$ cat src/rtl/cmc_pkg.sv
package cmc_pkg;

    localparam int NUM_CH   = 3;
    localparam int TERMS    = 4;
    localparam int NUM_COEF = NUM_CH * TERMS;

    typedef enum logic [1:0] {
        FXP_ONE  = 2'b00,
        FXP_TWO  = 2'b01,
        FXP_FOUR = 2'b10,
        FXP_ALT  = 2'b11
    } fxp_mode_e;

    localparam logic [1:0] MODE_RST = FXP_TWO;

    // Number of fraction bits in a coefficient for the given format.
    function automatic int frac_bits(input logic [1:0] mode, input int coef_w);
        case (fxp_mode_e'(mode))
            FXP_ONE:  return coef_w - 1;
            FXP_FOUR: return coef_w - 3;
            default:  return coef_w - 2;
        endcase
    endfunction

    // Reset coefficient set: RGB to limited-range YCbCr, unity = 2048.
    function automatic int rst_coef(input int idx);
        case (idx)
            0:  return 526;
            1:  return 1032;
            2:  return 201;
            3:  return 128;
            4:  return -304;
            5:  return -596;
            6:  return 899;
            7:  return 1024;
            8:  return 899;
            9:  return -753;
            10: return -146;
            11: return 1024;
            default: return 0;
        endcase
    endfunction

endpackage

$ cat src/rtl/cmc_coef_bank.sv
module cmc_coef_bank
    import cmc_pkg::*;
#(
    parameter int COEF_W = 13,
    parameter int ADDR_W = 4
) (
    input  logic                               clk,
    input  logic                               rst_n,
    input  logic                               we_i,
    input  logic [ADDR_W-1:0]                  addr_i,
    input  logic [COEF_W-1:0]                  wdata_i,
    output logic [NUM_COEF-1:0][COEF_W-1:0]    coef_o,
    output logic [1:0]                         mode_o,
    output logic                               en_o
);

    localparam int CTRL_ADDR = NUM_COEF;

    typedef struct packed {
        logic [NUM_COEF-1:0][COEF_W-1:0] coef;
        logic [1:0]                      mode;
        logic                            en;
    } bank_t;

    bank_t bank_d, bank_q;

    function automatic bank_t bank_reset();
        bank_t r;
        for (int k = 0; k < NUM_COEF; k++) begin
            r.coef[k] = COEF_W'(rst_coef(k));
        end
        r.mode = MODE_RST;
        r.en   = 1'b0;
        return r;
    endfunction

    always_comb begin
        bank_d = bank_q;
        if (we_i) begin
            if (int'(addr_i) < NUM_COEF) begin
                bank_d.coef[addr_i] = wdata_i;
            end else if (int'(addr_i) == CTRL_ADDR) begin
                bank_d.mode = wdata_i[1:0];
                bank_d.en   = wdata_i[2];
            end
        end
    end

    always_ff @(posedge clk or negedge rst_n) begin
        if (!rst_n) begin
            bank_q <= bank_reset();
        end else begin
            bank_q <= bank_d;
        end
    end

    assign coef_o = bank_q.coef;
    assign mode_o = bank_q.mode;
    assign en_o   = bank_q.en;


    ignore_wr_chk: assert property (@(posedge clk) disable iff (!rst_n)
        (we_i && int'(addr_i) > CTRL_ADDR) |=> ($stable(coef_o) && $stable(mode_o) && $stable(en_o)));


    coef_wr_chk: assert property (@(posedge clk) disable iff (!rst_n)
        (we_i && int'(addr_i) < NUM_COEF) |=> (coef_o[$past(addr_i)] == $past(wdata_i)));

endmodule

$ cat src/rtl/cmc_row.sv
module cmc_row
    import cmc_pkg::*;
#(
    parameter int PIX_W  = 8,
    parameter int COEF_W = 13
) (
    input  logic                            clk,
    input  logic                            rst_n,
    input  logic                            s0_valid_i,
    input  logic                            s1_valid_i,
    input  logic                            s2_valid_i,
    input  logic [NUM_CH-1:0][PIX_W-1:0]    pix_i,
    input  logic [PIX_W-1:0]                byp_pix_i,
    input  logic [TERMS-1:0][COEF_W-1:0]    coef_i,
    input  logic [1:0]                      mode_i,
    input  logic                            en_i,
    output logic [PIX_W-1:0]                pix_o
);

    localparam int PROD_W  = COEF_W + PIX_W + 1;
    localparam int SUM_W   = PROD_W + 2;
    localparam int ACC_W   = SUM_W + 2;
    localparam int PIX_MAX = (1 << PIX_W) - 1;

    typedef struct packed {
        logic signed [PROD_W-1:0] p0;
        logic signed [PROD_W-1:0] p1;
        logic signed [PROD_W-1:0] p2;
        logic signed [COEF_W-1:0] off1;
        logic [1:0]               mode1;
        logic                     byp1;
        logic [PIX_W-1:0]         bp1;
        logic signed [SUM_W-1:0]  sum2;
        logic signed [COEF_W-1:0] off2;
        logic [1:0]               mode2;
        logic                     byp2;
        logic [PIX_W-1:0]         bp2;
        logic [PIX_W-1:0]         res;
    } row_t;

    row_t row_d, row_q;

    function automatic logic signed [PROD_W-1:0] mul(input logic signed [COEF_W-1:0] c,
                                                     input logic [PIX_W-1:0] p);
        logic signed [PIX_W:0] ps;
        ps = $signed({1'b0, p});
        return c * ps;
    endfunction

    function automatic logic [PIX_W-1:0] round_clamp(input logic signed [SUM_W-1:0] s,
                                                     input logic signed [COEF_W-1:0] o,
                                                     input logic [1:0] m);
        logic signed [ACC_W-1:0] acc;
        logic signed [ACC_W-1:0] q;
        int                      fb;
        fb  = frac_bits(m, COEF_W);
        acc = ACC_W'(s) + (ACC_W'(o) <<< PIX_W) + (ACC_W'(1) <<< (fb - 1));
        q   = acc >>> fb;
        if (q < 0) begin
            return '0;
        end else if (q > PIX_MAX) begin
            return PIX_W'(PIX_MAX);
        end
        return q[PIX_W-1:0];
    endfunction

    always_comb begin
        row_d = row_q;
        // stage 1: products, offset and per-pixel configuration
        if (s0_valid_i) begin
            row_d.p0    = mul(coef_i[0], pix_i[0]);
            row_d.p1    = mul(coef_i[1], pix_i[1]);
            row_d.p2    = mul(coef_i[2], pix_i[2]);
            row_d.off1  = coef_i[3];
            row_d.mode1 = mode_i;
            row_d.byp1  = !en_i;
            row_d.bp1   = byp_pix_i;
        end
        // stage 2: sum of products
        if (s1_valid_i) begin
            row_d.sum2  = SUM_W'(row_q.p0) + SUM_W'(row_q.p1) + SUM_W'(row_q.p2);
            row_d.off2  = row_q.off1;
            row_d.mode2 = row_q.mode1;
            row_d.byp2  = row_q.byp1;
            row_d.bp2   = row_q.bp1;
        end
        // stage 3: offset, rounding, saturation or pass-through
        if (s2_valid_i) begin
            row_d.res = row_q.byp2 ? row_q.bp2
                                   : round_clamp(row_q.sum2, row_q.off2, row_q.mode2);
        end
    end

    always_ff @(posedge clk or negedge rst_n) begin
        if (!rst_n) begin
            row_q <= '0;
        end else begin
            row_q <= row_d;
        end
    end

    assign pix_o = row_q.res;


    hold_out_chk: assert property (@(posedge clk) disable iff (!rst_n)
        !s2_valid_i |=> $stable(pix_o));

endmodule

$ cat src/rtl/color_matrix_conv.sv
module color_matrix_conv
    import cmc_pkg::*;
#(
    parameter int PIX_W  = 8,
    parameter int COEF_W = 13,
    parameter int ADDR_W = 4
) (
    input  logic                        clk,
    input  logic                        rst_n,
    input  logic                        cfg_we,
    input  logic [ADDR_W-1:0]           cfg_addr,
    input  logic [COEF_W-1:0]           cfg_wdata,
    input  logic                        in_valid,
    input  logic [NUM_CH-1:0][PIX_W-1:0] in_pix,
    output logic                        out_valid,
    output logic [NUM_CH-1:0][PIX_W-1:0] out_pix
);

    typedef struct packed {
        logic v1;
        logic v2;
        logic v3;
    } vpipe_t;

    vpipe_t vp_d, vp_q;

    logic [NUM_COEF-1:0][COEF_W-1:0] coef_all;
    logic [1:0]                      fx_mode;
    logic                            mat_en;

    cmc_coef_bank #(
        .COEF_W (COEF_W),
        .ADDR_W (ADDR_W)
    ) u_bank (
        .clk     (clk),
        .rst_n   (rst_n),
        .we_i    (cfg_we),
        .addr_i  (cfg_addr),
        .wdata_i (cfg_wdata),
        .coef_o  (coef_all),
        .mode_o  (fx_mode),
        .en_o    (mat_en)
    );

    always_comb begin
        vp_d    = vp_q;
        vp_d.v1 = in_valid;
        vp_d.v2 = vp_q.v1;
        vp_d.v3 = vp_q.v2;
    end

    always_ff @(posedge clk or negedge rst_n) begin
        if (!rst_n) begin
            vp_q <= '0;
        end else begin
            vp_q <= vp_d;
        end
    end

    assign out_valid = vp_q.v3;

    for (genvar g = 0; g < NUM_CH; g++) begin : g_row
        cmc_row #(
            .PIX_W  (PIX_W),
            .COEF_W (COEF_W)
        ) u_row (
            .clk        (clk),
            .rst_n      (rst_n),
            .s0_valid_i (in_valid),
            .s1_valid_i (vp_q.v1),
            .s2_valid_i (vp_q.v2),
            .pix_i      (in_pix),
            .byp_pix_i  (in_pix[g]),
            .coef_i     (coef_all[g*TERMS +: TERMS]),
            .mode_i     (fx_mode),
            .en_i       (mat_en),
            .pix_o      (out_pix[g])
        );
    end

    // Edges since reset release, saturating at 3; lets the checks below use $past safely.
    logic [1:0] age_q;
    always_ff @(posedge clk or negedge rst_n) begin
        if (!rst_n) begin
            age_q <= '0;
        end else if (age_q != 2'd3) begin
            age_q <= age_q + 2'd1;
        end
    end


    reset_idle_chk: assert property (@(posedge clk)
        !rst_n |=> !out_valid);


    valid_pipe_chk: assert property (@(posedge clk) disable iff (!rst_n)
        (age_q == 2'd3) |-> (out_valid == $past(in_valid, 3)));


    bypass_chk: assert property (@(posedge clk) disable iff (!rst_n)
        (age_q == 2'd3 && out_valid && $past(!mat_en, 3)) |-> (out_pix == $past(in_pix, 3)));

endmodule

$ cat config.mk
export PLATFORM = sky130hd
export DESIGN_NAME = color_matrix_conv
export DESIGN_NICKNAME = d
export VERILOG_FILES = /design/src/rtl/cmc_pkg.sv /design/src/rtl/cmc_coef_bank.sv /design/src/rtl/cmc_row.sv /design/src/rtl/color_matrix_conv.sv
export SDC_FILE = /design/constraint.sdc
export NUM_CORES = 2
export LEC_CHECK = 0
export ABC_CLOCK_PERIOD_IN_PS = 5500
export BUFFER_PORTS_ARGS = -buffer_cell sky130_fd_sc_hd__clkbuf_2
export CAP_MARGIN = 20
export CORE_MARGIN = 1.5
export CORE_UTILIZATION = 55
export CTS_BUF_LIST = sky130_fd_sc_hd__clkbuf_4
export CTS_CLUSTER_SIZE = 20
export DETAILED_ROUTE_END_ITERATION = 16
export GPL_ROUTABILITY_DRIVEN = 0
export PLACE_DENSITY_LB_ADDON = 0.05
export SYNTH_ARGS = -nofsm -noshare
export SYNTH_HDL_FRONTEND = slang
export SYNTH_SLANG_ARGS = --single-unit
$ cat constraint.sdc
create_clock -name clk -period 5.5 [get_ports clk]
set_clock_uncertainty 0.15 [all_clocks]
set_input_delay 0.275 -clock clk [delete_from_list [all_inputs] [get_ports clk]]
set_output_delay 0.275 -clock clk [all_outputs]
set_load 0.05 [all_outputs]
* After elaboration in Yosys (flattened, before gate mapping)
Index checks and enable logic that the tools add are counted.
** Operators by class
- $add $sub $neg :: 13
- Multipliers :: 9
- Divide/modulo/power cells :: 0
- $lt $le $gt $ge :: 9
- Equality and inequality tests :: 2
- Shifts and indexed selects :: 4
- Mux-type cells :: 26
- Bitwise operators :: 1
- Reductions and logical operators :: 5
** Operator list (count)
- 13-bit by 9-bit multiplier with 22-bit output :: 9
- 156-bit bitwise mux :: 1
- 8-bit two-way mux :: 12
- 26-bit by 32-bit >>> shifter with 26-bit output :: 3
- 26-bit adder :: 3
- 26-bit by 9-bit greater-than comparator with 1-bit output (second input constant) :: 3
- 26-bit by 1-bit less-than comparator with 1-bit output (second input constant) :: 3
- 24-bit by 21-bit adder with 25-bit output :: 3
- 23-bit by 22-bit adder with 24-bit output :: 3
- 22-bit by 22-bit adder with 23-bit output :: 3
- 13-bit demux with 4-bit select :: 1
- 32-bit two-way mux :: 1
- 2-bit by 32-bit <<< shifter with 26-bit output (first input constant) :: 1
- 32-bit by 2-bit subtractor with 32-bit output (second input constant) :: 1
- 13-bit two-way mux :: 1
- 1-bit two-way mux :: 9
- 3-bit case mux with 2 select lines :: 1
- 4-bit by 5-bit less-than comparator with 1-bit output (second input constant) :: 1
- 4-bit by 3-bit == test with 1-bit output (second input constant) :: 1
- 4-bit by 1-bit >= comparator with 1-bit output (second input constant) :: 1
- 4-bit less-than comparator (second input constant) :: 1
- 3-bit AND reduction :: 1
- 2-bit == test (second input constant) :: 1
- 2-bit logical NOT :: 1
- 4 further kinds :: 4
** Word-level totals
- Bits in registers :: 588
- Latch bits :: 0
- Memory bits (writable) :: 0
- Memory bits (read-only) :: 0
- Bits of input ports :: 45
- Output and inout bits :: 25
- Logic and storage cells :: 117
- Memories :: 0

* Depth between registers and ports, before layout
- Depth after elaboration :: 13
- Gate-level depth with buffers :: 23
- Mapped depth without buffers :: 22

* Modules after synthesis
From an unflattened synthesis, not the netlist that was laid out.
** Unflattened totals
- Cells, all modules :: 6549
- Area, all modules :: 65856.9 µm²
** By module, submodules not included
- cmc_row (g_row[0].u_row) :: instances 1, cells each 2096, area each 20128.1 µm², seq. area each 3628.5 µm²
- cmc_row (g_row[1].u_row) :: instances 1, cells each 2065, area each 19810.2 µm², seq. area each 3628.5 µm²
- cmc_row (g_row[2].u_row) :: instances 1, cells each 2019, area each 19747.7 µm², seq. area each 3628.5 µm²
- cmc_coef_bank :: instances 1, cells each 366, area each 6095.8 µm², seq. area each 4050.1 µm²
- color_matrix_conv :: instances 1, cells each 3, area each 75.1 µm², seq. area each 75.1 µm²

* Least setup slack after synthesis
OpenSTA, ideal clock, no wires.
- Kind :: input port to flip-flop
- Start :: input in_pix[10] (netlist bit)
- End :: register g_row[0].u_row.row_q[122] (netlist bit)
- Library setup time :: 69 ps
- Arrival time :: 4932 ps
- Required time :: 5281 ps
- Path slack :: 348 ps
- Stages :: 21
- Path buffers :: 1
- Path through :: clkbuf_1 -> nand2_1 -> fa_1 -> inv_1 -> fa_1 -> ha_1 -> inv_1 -> fa_1 -> inv_1 -> ha_1 -> nor2b_1 -> o21ai_0 -> a21boi_0 -> o21ai_0 -> a21boi_0 -> o21ai_0 -> a21oi_1 -> o41ai_1 -> o21ai_0 -> or3_1 -> nand3_1
** Between the ends
- Longest elaborated chain between the ends :: 1
** RTL lines
- start, declared :: line color_matrix_conv.sv:14 : input logic [NUM_CH-1:0][PIX_W-1:0] in_pix,
- 13-bit by 9-bit multiplier with 22-bit output :: line cmc_row.sv:47 : return c * ps;
- end signal, assigned :: line cmc_row.sv:98 : row_q <= row_d;
- end, declared :: line cmc_row.sv:41 : row_t row_d, row_q;
No other way between the ends.
A chain may end at the register's enable or synchronous reset.

* Final worst setup path
- Start :: register u_bank.bank_q (netlist bit u_bank.coef_o[133])
- End :: register g_row[2].u_row.row_q[99] (netlist bit)
** Between the ends
- Longest elaborated chain between the ends :: 1
** RTL lines
- start, declared :: line cmc_coef_bank.sv:25 : bank_t bank_d, bank_q;
- start signal, assigned :: line cmc_coef_bank.sv:51 : bank_q <= bank_reset();
- start signal, assigned :: line cmc_coef_bank.sv:53 : bank_q <= bank_d;
- 13-bit by 9-bit multiplier with 22-bit output :: line cmc_row.sv:47
- end signal, assigned :: line cmc_row.sv:98
- end, declared :: line cmc_row.sv:41
No other way between the ends.

==> metrics.yaml <==
synth_edf_count: 0
endpoint_kind: "register"
rows: 126
routedWlPerCell_um: 19.9
period_share_pct: 97.1
ioPinCount: 70
async_reset_ff_share_pct: 100
fmax_mhz: 187
ant_nets: 0
finalHoldViolCount: 0
overflow: 0
clkSinkCount: 585
antenna_found_initial: 26
worstMarginPinSlew_ns: 1.15
ctsHtreeMaxLevel: 4
clock_path_buffers: 3
clk_pin_slew_ns: 0.06
cp-start-kind: "register"
synth_area_per_cell_um2: 9.87
grtUsageTotal_pct: 29.5
vias_per_cell: 5.49
whs_path_depth: 3
cts_tree: "yes"
grt_pass1_vias: 48200
clock_latency_ns: 1.16
drv_slew: 0
min_period_ns: 5.34
hold_path.class: "input port to register"
io_buffer_count: 69
dieArea_mm2: 0.121
drt_iter0_markers: 2928
vias: 47500
synth_area_mm2: 0.0653
yosys_warnings: 0
initial_utilization_pct: 55.3
drive_gt1_share_pct: 16.8
synth-seq-cells: 585
drcViolationCount: 0
rsz0062_at_grt: "true"
worstPathArrival_ns: 6.23
max_slew_margin_pct: 23.3
dpl.hpwl_mm: 133
drv_cap: 0
syn2layout_area_growth_pct: 10.1
rr_worst_depth: 21
synthFlopType: "dfrtp_1"
nets: 8366
setup_viol: 0
critical_path_peak_fanout: 9
grt_max_degree: 140
totalWireLength_mm: 172
cts_root_buffer: "clkbuf_4"
grt_pass1_wl_mm: 274
synthCells: 6613
crit_required_ns: 6.39
core_region_area_mm2: 0.118
fin_hold_ws_ns: 0.135
die_h_um: 347
drtPass1Iterations: 8
synth-seq-area-share_pct: 22.5
status: "finished clean"
cts_made_buffers: 172
die_x_um: 347
crit_type: "register to register"
yosysUniqueCellTypes: 106
what timing repair did:
item,CTS,global route
hold buffers,72,0
endpoints found under the hold margin,919,0
resized for setup,1,58
setup buffers,0,15
gates cloned,0,0
pin swaps,0,18
setup endpoints to repair,2,42
logic make-up after synthesis:
| group | Yosys count | synth area share (%) |
|---|---|---|
| fa+ha+maj | 1380 | 36.0 |
| compound gates | 821 | 8.22 |
| simple gates | 1733 | 13.7 |
| xor+xnor | 251 | 3.39 |
| other cells | 1 | 0.00575 |
| mux | 467 | 8.05 |
| buf+inv | 1375 | 8.14 |
| flops | 585 | 22.5 |
worst paths after layout:
| kind | startpoint | endpoint | slack (ns) |
|---|---|---|---|
| worst min register to register | u_bank.en_o | g_row[1].u_row.row_q[64] | 0.31 |
| worst max register to register | u_bank.coef_o[133] | g_row[2].u_row.row_q[99] | 0.16 |
| worst max-delay path | u_bank.coef_o[133] | g_row[2].u_row.row_q[99] | 0.16 |
| min in group asynchronous | rst_n | g_row[2].u_row.row_q[31] | 0.20 |
| max in group asynchronous | rst_n | g_row[2].u_row.row_q[130] | 4.08 |
| worst min-delay path | in_pix[3] | g_row[0].u_row.row_q[59] | 0.13 |
final cells by class:
type	instances	area [um2]
Antenna cell	28	70.1
Clock buffer	261	1960
Clock inverter	56	343
Fill cell	10300	46100
Inverter	1145	4300
Multi-Input combinational cell	4685	45500
Sequential cell	585	14700
Tap cell	1536	1920
Timing Repair Buffer	352	2990
flip-flops by register name, indices dropped and copies added, names as in the netlist:
name and cells:
u_bank.mode_o 2, u_bank.coef_o 156, g_row.u_row.pix_o 24, g_row.u_row.row_q 399
u_bank.en_o 1, vp_d 2, out_valid 1
Yosys cell counts, types with 15 or more instances:
master | instances | share of area (%)
inv_1 | 1142 | 6.6
fa_1 | 828 | 25
and2_1 | 583 | 5.6
ha_1 | 552 | 11
nand2_1 | 552 | 3.2
dfrtp_1 | 528 | 20
mux2_2 | 460 | 7.9
nor2_1 | 196 | 1.1
a21oi_1 | 191 | 1.5
xnor2_1 | 185 | 2.5
o21ai_0 | 179 | 1.4
clkbuf_1 | 175 | 1.0
a21o_1 | 92 | 1.1
nor3_1 | 83 | 0.64
xor2_1 | 64 | 0.86
nand3_1 | 63 | 0.48
dfstp_2 | 57 | 2.3
nor2b_1 | 53 | 0.51
a31oi_1 | 46 | 0.44
and3_1 | 39 | 0.37
a211oi_1 | 38 | 0.44
or3_1 | 30 | 0.29
nand2b_1 | 28 | 0.27
o31ai_1 | 28 | 0.32
o211ai_1 | 27 | 0.31
o21ai_1 | 27 | 0.21
buf_4 | 24 | 0.28
a21boi_0 | 23 | 0.26
buf_1 | 20 | 0.12
o21bai_1 | 18 | 0.21
nand3b_1 | 17 | 0.20
a31o_2 | 15 | 0.20
or2_2 | 15 | 0.14
layer usage:
metal | up-vias | global-route usage [%] | wire length [um]
met3 | 278 | 5.07 | 10600
met4 | 8 | 10.6 | 5630
li1 | 22000 | - | -
met2 | 1258 | 45.4 | 77500
met5 | - | 0 | 38
met1 | 23900 | 42.1 | 78600
layout by cell type, fill, tap and decap left out, drive strengths merged, types with 30 or more instances in the layout:
master       synthesis  final
clkinv               2     45
a21o                94     94
nand3               63     63
nor2b               53     53
nor3                86     86
a21boi              31     31
buf                 52    212
dlygate4sd3          0     71
and3                39     39
o21ai              207    207
clkbuf             178    330
a21oi              194    194
conb                 1     33
nor2               197    197
dfstp               57     57
fa                 828    828
and2               585    585
mux2               460    460
a31oi               46     46
or3                 31     31
dfrtp              528    528
xor2                65     65
o211ai              30     30
nand2              552    552
inv               1143   1153
xnor2              186    186
a211oi              39     39
ha                 552    552
through the flow:
step	utilization, %	cells	instance area [um2]	setup WS [ns]	TNS, ns
3_5_place_dp	58.0	8216	68400	-0.0434	-0.141
3_3_place_gp	58.0	8216	68400	0.0377	0
6_report	60.9	8648	71800	0.160	0
4_1_cts	60.6	8605	71500	0.0232	0
5_1_grt	60.9	8631	71800	-0.0265	-0.157
2_1_floorplan	-	6645	65400	0.348	0
worst max-delay path, stage by stage (launching register included):
cell and delay (ns):
dfstp_2 0.64, nand2_1 0.10, fa_1 0.46, fa_1 0.51, inv_1 0.04, ha_1 0.27
inv_1 0.05, fa_1 0.52, inv_1 0.06, ha_1 0.27, a21o_1 0.19, a21oi_2 0.17
o21ai_1 0.08, a21oi_1 0.23, o21ai_2 0.11, a211oi_2 0.29, buf_4 0.16, nor3_2 0.05
or3_1 0.36, a21oi_2 0.15, xnor2_1 0.09, mux2_2 0.27
Power is left out: the tool's default activity adds up to more than one toggle a clock period on the data nets, which glitch-free logic cannot reach.
